### config.mk
export PLATFORM = sky130hd
export DESIGN_NAME = addr_out_ctl
export DESIGN_NICKNAME = d
export VERILOG_FILES = /design/src/rtl/aoc_pkg.sv /design/src/rtl/aoc_line_sync.sv /design/src/rtl/aoc_shifter.sv /design/src/rtl/aoc_commit.sv /design/src/rtl/addr_out_ctl.sv
export SDC_FILE = /design/constraint.sdc
export NUM_CORES = 1
export LEC_CHECK = 0
export BUFFER_PORTS_ARGS = -buffer_cell sky130_fd_sc_hd__buf_2
export CAP_MARGIN = 20
export CELL_PAD_IN_SITES_DETAIL_PLACEMENT = 1
export CELL_PAD_IN_SITES_GLOBAL_PLACEMENT = 1
export CORE_ASPECT_RATIO = 2
export CORE_MARGIN = 5
export CORE_UTILIZATION = 50
export DETAILED_ROUTE_END_ITERATION = 7
export PLACE_DENSITY_LB_ADDON = 0.1
export RECOVER_POWER = 50
export REMOVE_ABC_BUFFERS = 1
export SETUP_SLACK_MARGIN = 0.4
export SLEW_MARGIN = 40
export SYNTH_ARGS = -nofsm -noshare
export SYNTH_HDL_FRONTEND = slang
export SYNTH_SLANG_ARGS = --single-unit
### constraint.sdc
create_clock -name clk -period 4.5 [get_ports clk]
set_input_delay 0.9 -clock clk [delete_from_list [all_inputs] [get_ports clk]]
set_output_delay 0.9 -clock clk [all_outputs]
set_load 0.005 [all_outputs]
### src/rtl/aoc_pkg.sv
package aoc_pkg;
  localparam int ADDR_W  = 8;
  localparam int DATA_W  = 8;
  localparam int FRAME_W = ADDR_W + DATA_W;

  localparam logic [ADDR_W-1:0] ADDR_OUTS  = 8'h00;
  localparam logic [ADDR_W-1:0] ADDR_PSAVE = 8'h01;

  typedef struct packed {
    logic [ADDR_W-1:0] addr;
    logic [DATA_W-1:0] data;
  } frame_t;
endpackage

### src/rtl/aoc_line_sync.sv
module aoc_line_sync #(
  parameter int          LINES   = 3,
  parameter int          STAGES  = 2,
  parameter logic [LINES-1:0] RST_VAL = '0
) (
  input  logic             clk,
  input  logic             rst_n,
  input  logic [LINES-1:0] raw,
  output logic [LINES-1:0] level,
  output logic [LINES-1:0] rise,
  output logic [LINES-1:0] fall
);
  logic [LINES-1:0] stg [STAGES];
  logic [LINES-1:0] prev;

  always_ff @(posedge clk or negedge rst_n) begin
    if (!rst_n) begin
      for (int s = 0; s < STAGES; s++) stg[s] <= RST_VAL;
      prev <= RST_VAL;
    end else begin
      stg[0] <= raw;
      for (int s = 1; s < STAGES; s++) stg[s] <= stg[s-1];
      prev <= stg[STAGES-1];
    end
  end

  assign level = stg[STAGES-1];

  for (genvar g = 0; g < LINES; g++) begin : g_edge
    assign rise[g] = level[g] & ~prev[g];
    assign fall[g] = ~level[g] & prev[g];
  end
endmodule

### src/rtl/aoc_shifter.sv
module aoc_shifter
  import aoc_pkg::*;
(
  input  logic   clk,
  input  logic   rst_n,
  input  logic   sel_act,
  input  logic   sck_rise,
  input  logic   sck_fall,
  input  logic   din,
  output frame_t frame,
  output logic   dout
);
  logic [FRAME_W-1:0] sh_q;
  logic               dout_q;

  always_ff @(posedge clk or negedge rst_n) begin
    if (!rst_n) begin
      sh_q   <= '0;
      dout_q <= 1'b0;
    end else begin
      if (sel_act && sck_rise) sh_q <= {sh_q[FRAME_W-2:0], din};
      if (!sel_act || sck_fall) dout_q <= sh_q[FRAME_W-1];
    end
  end

  assign frame = frame_t'(sh_q);
  assign dout  = dout_q;

  p_idle_freeze_r5: assert property (@(posedge clk) disable iff (!rst_n)
    !sel_act |=> $stable(sh_q));
  p_dout_rise_hold_r8: assert property (@(posedge clk) disable iff (!rst_n)
    (sel_act && !sck_fall) |=> $stable(dout_q));
endmodule

### src/rtl/aoc_commit.sv
module aoc_commit
  import aoc_pkg::*;
(
  input  logic              clk,
  input  logic              rst_n,
  input  logic              commit,
  input  frame_t            frame,
  output logic [DATA_W-1:0] out_en,
  output logic [DATA_W-1:0] psave_cfg
);
  logic wr_outs, wr_psave, addr_bad;

  assign wr_outs  = commit && (frame.addr == ADDR_OUTS);
  assign wr_psave = commit && (frame.addr == ADDR_PSAVE);
  assign addr_bad = (frame.addr != ADDR_OUTS) && (frame.addr != ADDR_PSAVE);

  always_ff @(posedge clk or negedge rst_n) begin
    if (!rst_n) begin
      out_en    <= '0;
      psave_cfg <= '0;
    end else begin
      if (wr_outs)  out_en    <= frame.data;
      if (wr_psave) psave_cfg <= frame.data;
    end
  end

  p_one_target_r7: assert property (@(posedge clk) disable iff (!rst_n)
    $onehot0({wr_outs, wr_psave}));
  p_outs_load_r7: assert property (@(posedge clk) disable iff (!rst_n)
    wr_outs |=> (out_en == $past(frame.data)) && $stable(psave_cfg));
  p_bad_addr_r4: assert property (@(posedge clk) disable iff (!rst_n)
    (commit && addr_bad) |=> $stable(out_en) && $stable(psave_cfg));
endmodule

### src/rtl/addr_out_ctl.sv
module addr_out_ctl
  import aoc_pkg::*;
(
  input  logic              clk,
  input  logic              rst_n,
  input  logic              ser_sel_n,
  input  logic              ser_clk,
  input  logic              ser_data_in,
  output logic              ser_data_out,
  output logic [DATA_W-1:0] out_en,
  output logic [DATA_W-1:0] psave_cfg
);
  localparam int IDX_SEL = 2;
  localparam int IDX_CLK = 1;
  localparam int IDX_DIN = 0;

  logic [2:0] lvl, rse, fll;
  frame_t     frame;
  logic       sel_act;

  aoc_line_sync #(.LINES(3), .STAGES(2), .RST_VAL(3'b100)) u_sync (
    .clk   (clk),
    .rst_n (rst_n),
    .raw   ({ser_sel_n, ser_clk, ser_data_in}),
    .level (lvl),
    .rise  (rse),
    .fall  (fll)
  );

  assign sel_act = ~lvl[IDX_SEL];

  aoc_shifter u_shift (
    .clk      (clk),
    .rst_n    (rst_n),
    .sel_act  (sel_act),
    .sck_rise (rse[IDX_CLK]),
    .sck_fall (fll[IDX_CLK]),
    .din      (lvl[IDX_DIN]),
    .frame    (frame),
    .dout     (ser_data_out)
  );

  aoc_commit u_commit (
    .clk       (clk),
    .rst_n     (rst_n),
    .commit    (rse[IDX_SEL]),
    .frame     (frame),
    .out_en    (out_en),
    .psave_cfg (psave_cfg)
  );

  p_hold_low_r2: assert property (@(posedge clk) disable iff (!rst_n)
    sel_act |=> $stable(out_en) && $stable(psave_cfg));
endmodule

==> results of run 1 <==
## cell usage in the layout, fill, tap and decap left out
cell	n
clkbuf_1	1
dfstp_1	1
mux2_2	33
dfstp_2	2
nor2_1	1
and4b_1	1
nand4_2	1
clkbuf_8	5
buf_2	20
nor3_4	1
nor3_1	1
clkinv_2	1
inv_1	1
dfrtp_1	38
bufinv_16	2
nor4b_4	1
a21oi_1	1
## cells in the mapped netlist
master   instances  share of area [%]
mux2_2          33                 25
nor2_1           1               0.25
nand4_2          1               0.83
a21oi_1          1               0.33
nor3_4           1                1.1
buf_4            1               0.50
dfrtp_1         38                 63
inv_1            1               0.25
nor4b_4          1                1.6
buf_6            1               0.75
nor3_1           1               0.33
and4b_1          1               0.67
dfstp_2          3                5.3
## power by group through the flow
| stage | registers, mW | clock network (mW) | logic [mW] |
|---|---|---|---|
| finish | 0.516 | 0.343 | 0.166 |
| global route | 0.528 | 0.367 | 0.186 |
| CTS | 0.517 | 0.352 | 0.173 |
| detailed placement | 0.522 | 0 | 0.172 |
| global placement | 0.519 | 0 | 0.163 |
| floorplan | 0.509 | 0 | 0.0941 |
## through the flow
stage / cells / utilization (%) / total power, mW
after floorplan: 82 / - / 0.603
after global placement: 133 / 55.2 / 0.681
after detailed placement: 133 / 55.3 / 0.694
after CTS: 141 / 59.8 / 1.04
after global routing: 141 / 59.7 / 1.08
final: 141 / 59.7 / 1.03
## how the worst min path moves through the flow
stage	start	slack (ns)	end
floorplan	u_sync.stg[3]	0.33	u_sync.level[0]
global placement	u_sync.stg[4]	0.33	u_sync.level[1]
detailed placement	u_sync.stg[4]	0.34	u_sync.level[1]
CTS	u_sync.stg[4]	0.36	u_sync.level[1]
global route	u_sync.stg[4]	0.37	u_sync.level[1]
finish	u_sync.stg[4]	0.36	u_sync.level[1]
## flip-flops by register name, indices dropped and copies added, names as in the netlist
name and flops:
u_commit.out_en 8, u_commit.psave_cfg 8, u_shift.dout 1, u_shift.frame 16, u_sync.level 3, u_sync.prev 2, u_sync.stg 3
## metal layers
layer / share of wire (%) / track usage, % / up-vias
met5: 0 / 0 / -
met4: 3.0 / 10.5 / 0
met3: 4.4 / 4.29 / 7
met2: 54 / 23.6 / 18
met1: 39 / 14.2 / 398
li1: - / - / 344
## area by class of cell
cell class | count | area (µm²) | share of cell area (%)
tap | 30 | 37.5 | 2.14
inverter | 1 | 3.75 | 0.214
multi-input combinational | 40 | 448 | 25.5
clock buffer | 5 | 68.8 | 3.92
clock inverter | 3 | 65.1 | 3.70
timing repair buffer | 21 | 104 | 5.91
sequential | 41 | 1030 | 58.6
## cells by family (layout without fill, tap and decap cells)
logic type	after synthesis	after routing	share of synthesized area (%)
and+or+nand+nor	6	6	4.75
AOI/OAI and AO/OA	1	1	0.333
DFF	41	41	68.6
muxes	33	33	24.8
buffers and inverters	3	30	1.50
==> metrics.md, run 1 <==
| Metric | Value |
|---|---|
| Violated checks | max-capacitance violations, max-slew violations |
| Bufs and invs on worst path | 1 |
| Pwr dens | 584 nW/µm² |
| FF-to-FF path depth | 3 |
| H-tree Lvls | 2 |
| Peak VDD IR | ~400 µV |
| Slowest stage delay, CP | 1.47 ns |
| Clock share of power | 33.5% |
| Setup ws final | 2.10 ns |
| Period utilisation layout | a little over half |
| Routed Antenna Nets | 0 |
| Critical-path maximum fanout | 41 |
| Worst slew pin tran | 2.09 ns |
| Post-CTS Resized | 0 |
| Clk buf depth | 2 |
| Drt via density | around 5.4 |
| Total GRT Usage | 14.0% |
| Final Cell Area | about 1800 µm² |
| Worst-case clock skew | 0.00793 ns |
| TritonCTS clock tree | done |
| Crit Reg-Reg Endpoint | u_commit.out_en[4] |
| Crit-path cells | clkbuf_1 |
| Seq cells post-synth | 41 |
| CP Capture Type | asynchronous set/reset pin |
| Final hold vios | 0 |
| Clock net sink count | 41 |
| Cells after Synth | 84 |
| Leak pwr | 0.883 nW |
| Initial antenna violation count | 0 |
| Routed wire per std cell | 18.4 µm |
| Num ports | 22 |
| Clock root buffer | clkbuf_8 |
| Vias in the first global route | 947 |
| Max Cap Viol | 1 |
| Share of layout cells above drive strength 1 | 59.5% |
| I/O Buffers | 21 |
| Logic pwr share | roughly 16% |
| Max-slew headroom | -39.4% |
| Mapped cell area | 1500 µm² |
| Cells on Worst Hold Path | 0 |
| Worst hold slack | 0.356 ns |
| Layout area overhead | 17.1% |
| WP data arrival | 2.39 ns |
| CTS Hold Buffers Added | 0 |
| Horiz. Die Dim | 48.7 µm |
| Clk slew on worst S/H paths | 0.08 ns |
| Worst Hold Class | reg -> reg |
| Row Count | 28 |
| Int Power | 0.778 mW |
| Gr ovfl total | 0 |
| Total CTS buffers | 5 |
| Die area | 4260 µm² |
| Delay-heaviest family, CP | buffers and inverters |
| DR pass1 iterations | 4 |
| Avg Inst Size Synth | 17.9 µm² |
| RSZ-0062 raised after global routing | no |
| Drt initial violations | 2 |
| Largest net degree at the start of global routing | 42 |
| Worst path depth | 1 |
| Via count | about 770 |
| Worst slack, placed | approximately 2.7 ns |
| Net count, final | ~120 |
| First-pass GRT wire length | approximately 4500 µm |
| Critical Path Sink | u_commit.psave_cfg[5] |
| Flop2flop setup slack | between 2 and 3 ns |
| Clk_lat worst skew | 0.29 ns |
| Final setup viols | 0 |
| Diodes inserted | 0 |
| Number of fill cells in the layout | 282 |
| Seq/Total Area, Yosys | between 60% and 70% |
| Fin crit period | 2.40 ns |
| Slew Limit Fails | 42 |
| Initial Utilization | 51.0% |
| Setup tns final | 0 ns |
| Worst R2R Start | u_sync.level[2] |
| CP required | 4.48 ns |
| WS Path Type | in -> async |
| Distinct cells, synth | 13 |
| Post-CTS Setup Inserts | 0 |
| Synth Warn # | 0 |
| Sw Share | 24.2% |
| FMAX | 0.416 GHz |
| Status | finished with violations |
| Die Height | approximately 87 µm |
| CP max-delay cell | clkbuf_1 |
| Final HPWL DP | 1780 µm |
| Placement Cell Area | 1630 µm² |
| Net Sw Power | 0.248 mW |
| Startpoint Class | input pin |
| Sequential power share | 50.3% |
| CP Launch Point | rst_n |
| Core area | 2940 µm² |
| GPL Wtd Cong | 0.734 |
| DR DRC count | 0 |
| Routed WL | 2600 µm |
No activity file was read; power rests on OpenSTA's default activity.
==> run 2, diff against run 1 <==
--- a/config.mk
+++ b/config.mk
@@ -5,13 +5,14 @@
 export SDC_FILE = /design/constraint.sdc
 export NUM_CORES = 1
 export LEC_CHECK = 0
+export ABC_AREA = 1
 export BUFFER_PORTS_ARGS = -buffer_cell sky130_fd_sc_hd__buf_2
 export CAP_MARGIN = 20
 export CELL_PAD_IN_SITES_DETAIL_PLACEMENT = 1
 export CELL_PAD_IN_SITES_GLOBAL_PLACEMENT = 1
 export CORE_ASPECT_RATIO = 2
 export CORE_MARGIN = 5
-export CORE_UTILIZATION = 50
+export CORE_UTILIZATION = 43
 export DETAILED_ROUTE_END_ITERATION = 7
 export PLACE_DENSITY_LB_ADDON = 0.1
 export RECOVER_POWER = 50
==> constraint.sdc (replaced) <==
create_clock -name clk -period 2.4 [get_ports clk]
set_input_delay 0.48 -clock clk [delete_from_list [all_inputs] [get_ports clk]]
set_output_delay 0.48 -clock clk [all_outputs]
set_load 0.005 [all_outputs]
==> metrics.md, run 2 <==
| Metric | Value |
|---|---|
| Logic pwr share | 20.1% |
| Share of layout cells above drive strength 1 | 24.6% |
| Clk_lat worst skew | 0.30 ns |
| Die area | slightly above 5000 µm² |
| Max-slew headroom | between 30% and 40% |
| Share of the synthesized area in the top cell type | 60.5% |
| Via count | between 1k and 1.5k |
| GPL Wtd Cong | 0.782 |
| Period utilisation layout | 59.4% |
| Cells after Synth | roughly 160 |
| Ys flop type | dfrtp_1 |
| Layout area overhead | 17.0% |
| Clock share of power | about 30% |
| Core area | between 3000 and 4000 µm² |
| TritonCTS clock tree | done |
| CP required | 2.63 ns |
| WP data arrival | 1.66 ns |
| Max reg flops | 16 |
| Most frequent cell after synthesis | nand2_1 |
| Worst slew pin tran | 1.02 ns |
| Worst Hold Class | in -> reg |
| Met3 WL | roughly 79 µm |
| Sw Share | 30.9% |
| Post-CTS Setup Inserts | 0 |
| Clock net sink count | just over 40 |
| Metal2 WL | a little over 2000 µm |
| Gr ovfl total | 0 |
| Clock root buffer | clkbuf_8 |
| Vias in the first global route | 1239 |
| Synth Warn # | 0 |
| Worst hold slack | 0.271 ns |
| Drt initial violations | 12 |
| DR pass1 iterations | 4 |
| Commonest non-fill, non-tap cell in the layout | nand2_1 |
| Leading area contributor after synthesis | dfrtp_1 |
| Avg Inst Size Synth | 10.0 µm² |
| DR DRC count | 0 |
| Register area | 1030 µm² |
| Routed Antenna Nets | 0 |
| Routed wire per std cell | 15.5 µm |
| Diodes inserted | 0 |
| Horiz. Die Dim | 52.8 µm |
| Num ports | 22 |
| Main area contributors after synthesis | dfrtp_1, nand2_1, nand3_1 |
| CTS Hold Buffers Added | 0 |
| Fin crit period | 1.43 ns |
| Peak VDD IR | 790 µV |
| H-tree Lvls | 2 |
| Worst-case clock skew | roughly 0.0066 ns |
| Final hold vios | 0 |
| Final setup viols | 0 |
| Slew Limit Fails | 0 |
| M1 WL | 1410 µm |
| Final Power | 1.98 mW |
| Setup ws final | 0.975 ns |
| Number of fill cells in the layout | 445 |
| Row Count | 31 |
| Max Cap Viol | 0 |
| Routed WL | approximately 3600 µm |
| Sequential power share | 50.3% |
| Net Sw Power | about 0.6 mW |
| Pwr dens | 1080 nW/µm² |
| Drt via density | 4.83 |
| First-pass GRT wire length | 5960 µm |
| EDFF count, synth | 0 |
| Leak pwr | 0.969 nW |
| Clk buf depth | 2 |
| Seq cells post-synth | 41 |
| Mapped cell area | 1570 µm² |
| Critical-path maximum fanout | 16 |
| Total CTS buffers | 5 |
| FFs w/ async S/R, synth | 100% |
| Bufs and invs on worst path | 1 |
| Slowest stage delay, CP | 0.55 ns |
| Initial antenna violation count | 0 |
| I/O Buffers | 21 |
| Flop2flop setup slack | 0.97 ns |
| Distinct cells, synth | 16 |
| DR top layer | met4 |
| CP Capture Type | flop |
| Multi-input gate area | 464 µm² |
| Most frequent cells in the layout | nand2_1, dfrtp_1, buf_2, nand3_1, inv_1 |
| WS Path Type | reg -> reg |
| Initial Utilization | 44.1% |
| Int Power | 1.37 mW |
| Net count, final | 187 |
| Setup tns final | 0 ns |
| Post-CTS Resized | 0 |
| Clk slew on worst S/H paths | 0.08 ns |
| Worst slack, placed | just over 1 ns |
| Die Height | 95.5 µm |
| Final HPWL DP | 2560 µm |
| Delay-heaviest family, CP | simple AND/OR/NAND/NOR gates |
| Crit-path cells | inv_1, nor2_2, nand2_2, nor2_4, nand3_1, nand2_1 |
| FMAX | 0.702 GHz |
| Total GRT Usage | 16.9% |
| Commonest cells in the synthesized netlist | nand2_1, dfrtp_1, nand3_1 |
| Startpoint Class | flop |
| RSZ-0062 raised after global routing | no |
| Status | finished, final reports clean |
| Seq/Total Area, Yosys | 65.5% |
| Largest net degree at the start of global routing | 42 |
| CP max-delay cell | dfstp_1 |
## run 2: worst paths after layout
check	startpoint	to	cells after the start
max reg2reg	u_sync.level[2]	u_commit.out_en[1]	6
min reg2reg	u_sync.stg[3]	u_sync.level[0]	0
max in group asynchronous	rst_n	u_sync.level[0]	1
max	u_sync.level[2]	u_commit.out_en[1]	6
min in group asynchronous	rst_n	u_shift.frame[8]	1
min	ser_sel_n	u_sync.stg[5]	1
## run 2: routing by layer
metal  GRT usage [%]  vias up
met2            29.5       17
met3            4.23        6
li1                -      540
met4            8.32        0
met5               0        -
met1            18.5      557
## run 2: metrics by stage
step	utilization (%)	cells	area [µm²]
3_5_place_dp	48.3	224	1720
2_1_floorplan	-	153	1550
6_report	51.6	232	1840
3_3_place_gp	48.2	224	1720
5_1_grt	51.6	232	1840
4_1_cts	51.6	232	1840
## run 2: cells by family after synthesis
| family | count (synthesis) | share of synthesized area [%] |
|---|---|---|
| AND/OR/NAND/NOR | 80 | 23.8 |
| flip-flops | 41 | 65.5 |
| AO/OA/AOI/OAI | 18 | 5.73 |
| buffers and inverters | 18 | 5.01 |
## run 2: power groups by stage
stage | clock network [mW] | registers, mW | logic (mW)
2_1_floorplan | 0 | 0.995 | 0.204
3_3_place_gp | 0 | 1.00 | 0.386
3_5_place_dp | 0 | 1.01 | 0.408
4_1_cts | 0.605 | 0.999 | 0.415
5_1_grt | 0.632 | 1.02 | 0.461
6_report | 0.587 | 0.996 | 0.398
## run 2: cell type report
type	instances	area share, %
Clock buffer	6	4.49
Clock inverter	2	2.04
Inverter	14	2.86
Multi-Input combinational cell	98	25.2
Sequential cell	41	55.9
Tap cell	49	3.33
Timing Repair Buffer	22	6.12
==> run 3, diff against run 2 <==
--- a/config.mk
+++ b/config.mk
@@ -12,7 +12,7 @@
 export CELL_PAD_IN_SITES_GLOBAL_PLACEMENT = 1
 export CORE_ASPECT_RATIO = 2
 export CORE_MARGIN = 5
-export CORE_UTILIZATION = 43
+export CORE_UTILIZATION = 38
 export DETAILED_ROUTE_END_ITERATION = 7
 export PLACE_DENSITY_LB_ADDON = 0.1
 export RECOVER_POWER = 50
==> constraint.sdc (replaced) <==
create_clock -name clk -period 1.3 [get_ports clk]
set_input_delay 0.26 -clock clk [delete_from_list [all_inputs] [get_ports clk]]
set_output_delay 0.26 -clock clk [all_outputs]
set_load 0.005 [all_outputs]
==> metrics.md, run 3 (synthesis results as in run 2) <==
| Metric | Value |
|---|---|
| Max reg flops | 16 |
| WP data arrival | around 1.5 ns |
| Clk buf depth | 2 |
| I/O Buffers | 21 |
| Gr ovfl total | 0 |
| Layout area overhead | 31.0% |
| Die area | 5600 µm² |
| Fin crit period | approximately 1.3 ns |
| Violated checks | negative setup slack |
| Via count | 1227 |
| Total CTS buffers | 5 |
| Period utilisation layout | 100% |
| GPL Wtd Cong | 0.794 |
| Diodes inserted | 0 |
| DR DRC count | 0 |
| Number of fill cells in the layout | 503 |
| RSZ-0062 raised after global routing | yes |
| CP required | 1.48 ns |
| Die Height | 101 µm |
| Routed WL | 4240 µm |
| Initial antenna violation count | 0 |
| Critical-path maximum fanout | 8 |
| Largest net degree at the start of global routing | 28 |
| Clock root buffer | clkbuf_8 |
| Status | finished with violations |
| Max-slew headroom | about half |
| Total GRT Usage | roughly 17% |
| Core area | 4050 µm² |
| Net count, final | 203 |
| Setup tns final | -0.00466 ns |
| Final HPWL DP | 2550 µm |
| Worst slack, placed | ~0.023 ns |
| Horiz. Die Dim | around 55 µm |
| Pwr dens | 1760 nW/µm² |
| First-pass GRT wire length | roughly 7000 µm |
| Peak VDD IR | 772 µV |
| Drt via density | 4.89 |
| Final hold vios | 0 |
| Routed Antenna Nets | 0 |
| Worst Hold Class | in -> async |
| Setup ws final | -0.00466 ns |
| Clk_lat worst skew | 0.29 ns |
| Leak pwr | 1.08 nW |
| Worst slew pin tran | between 0.7 and 0.8 ns |
| Final setup viols | 1 |
| WS Path Type | reg -> reg |
| Most frequent cells in the layout | nand2_1, dfrtp_1, buf_2, nand3_1, inv_1 |
| Routed wire per std cell | about 17 µm |
| Worst-case clock skew | 0.00385 ns |
| Final Power | 3.62 mW |
| Commonest non-fill, non-tap cell in the layout | nand2_1 |
| Startpoint Class | flop |
| Clock net sink count | between 40 and 50 |
| Multi-input gate area | 494 µm² |
| TritonCTS clock tree | done |
| Share of layout cells above drive strength 1 | 32.2% |
| Register area | 1030 µm² |
| DR pass1 iterations | 4 |
| Slew Limit Fails | 0 |
| Drt initial violations | 34 |
| Max Cap Viol | 0 |
| Row Count | 33 |
| CP Capture Type | flop |
| FMAX | about 0.77 GHz |
| Num ports | 22 |
| Clk slew on worst S/H paths | around 0.08 ns |
| Initial Utilization | 38.9% |
| Vias in the first global route | around 1.4k |
| H-tree Lvls | 2 |
## run 3: changes by cell type in the layout (fill, tap and decap cells not counted), moves of 2 or more
cell,before,now
nand3_4,1,3
buf_12,0,3
nand3_1,17,15
o21ai_1,0,5
buf_16,0,3
buf_4,1,9
clkinv_2,0,2
o21ai_0,11,6
## run 3: layout make-up
type                            instances  area share, %
Inverter                               14           2.55
Timing Repair Buffer                   38           16.2
Multi-Input combinational cell         98           24.0
Tap cell                               52           3.16
Sequential cell                        41           50.0
Clock inverter                          3          0.850
Clock buffer                            5           3.34
## run 3: per-layer routing
metal / share of wire [%] / global-route usage (%) / vias to the layer above
li1: - / - / 576
met1: 38 / 18.0 / 619
met2: 57 / 31.7 / 23
met3: 2.7 / 3.33 / 9
met4: 2.3 / 8.61 / 0
met5: 0 / 0 / -
## run 3: metrics by stage
| stage | cell area (µm²) | util (%) | std cells | hold WS [ns] |
|---|---|---|---|---|
| 2_1_floorplan | 1550 | - | 153 | -0.0356 |
| 3_3_place_gp | 1790 | 44.3 | 231 | 0.192 |
| 3_5_place_dp | 1790 | 44.3 | 231 | 0.198 |
| 4_1_cts | 2040 | 50.3 | 247 | -0.126 |
| 5_1_grt | 2060 | 50.9 | 251 | 0.0424 |
| 6_report | 2060 | 50.9 | 251 | 0.00416 |
## run 3: worst max-delay path, cell delays in order (launching register included)
cell	delay, ns
dfstp_2	0.55
nand2_1	0.12
nor2_4	0.19
nand3_4	0.17
nand2_1	0.10
nand2_1	0.06
## run 3: final timing paths
kind                            slack, ns  cells past startpoint                 end            start
worst min register to register       0.35                      0     u_sync.level[0]    u_sync.stg[3]
worst max register to register     -0.005                      5  u_commit.out_en[0]  u_sync.level[2]
worst max-delay path               -0.005                      5  u_commit.out_en[0]  u_sync.level[2]
min in group clk                     0.06                      1       u_sync.stg[5]        ser_sel_n
worst min-delay path                0.004                      1   u_shift.frame[11]            rst_n
max in group asynchronous            0.34                      2     u_sync.level[2]            rst_n
## run 3: repair_timing
item / 4_1_cts / 5_1_grt
gates cloned: 3 / 0
pin swaps: 1 / 1
endpoints found under the hold margin: 14 / 14
setup endpoints to repair: 50 / 50
gates resized for setup: 9 / 6
buffers inserted: 5 / 4
## run 3: power by group
part | internal [mW] | switching, mW | leakage, nW
clock network | 0.371 | 0.455 | 0.0439
registers | 1.61 | 0.243 | 0.506
logic | 0.441 | 0.506 | 0.527
total | 2.42 | 1.20 | 1.08
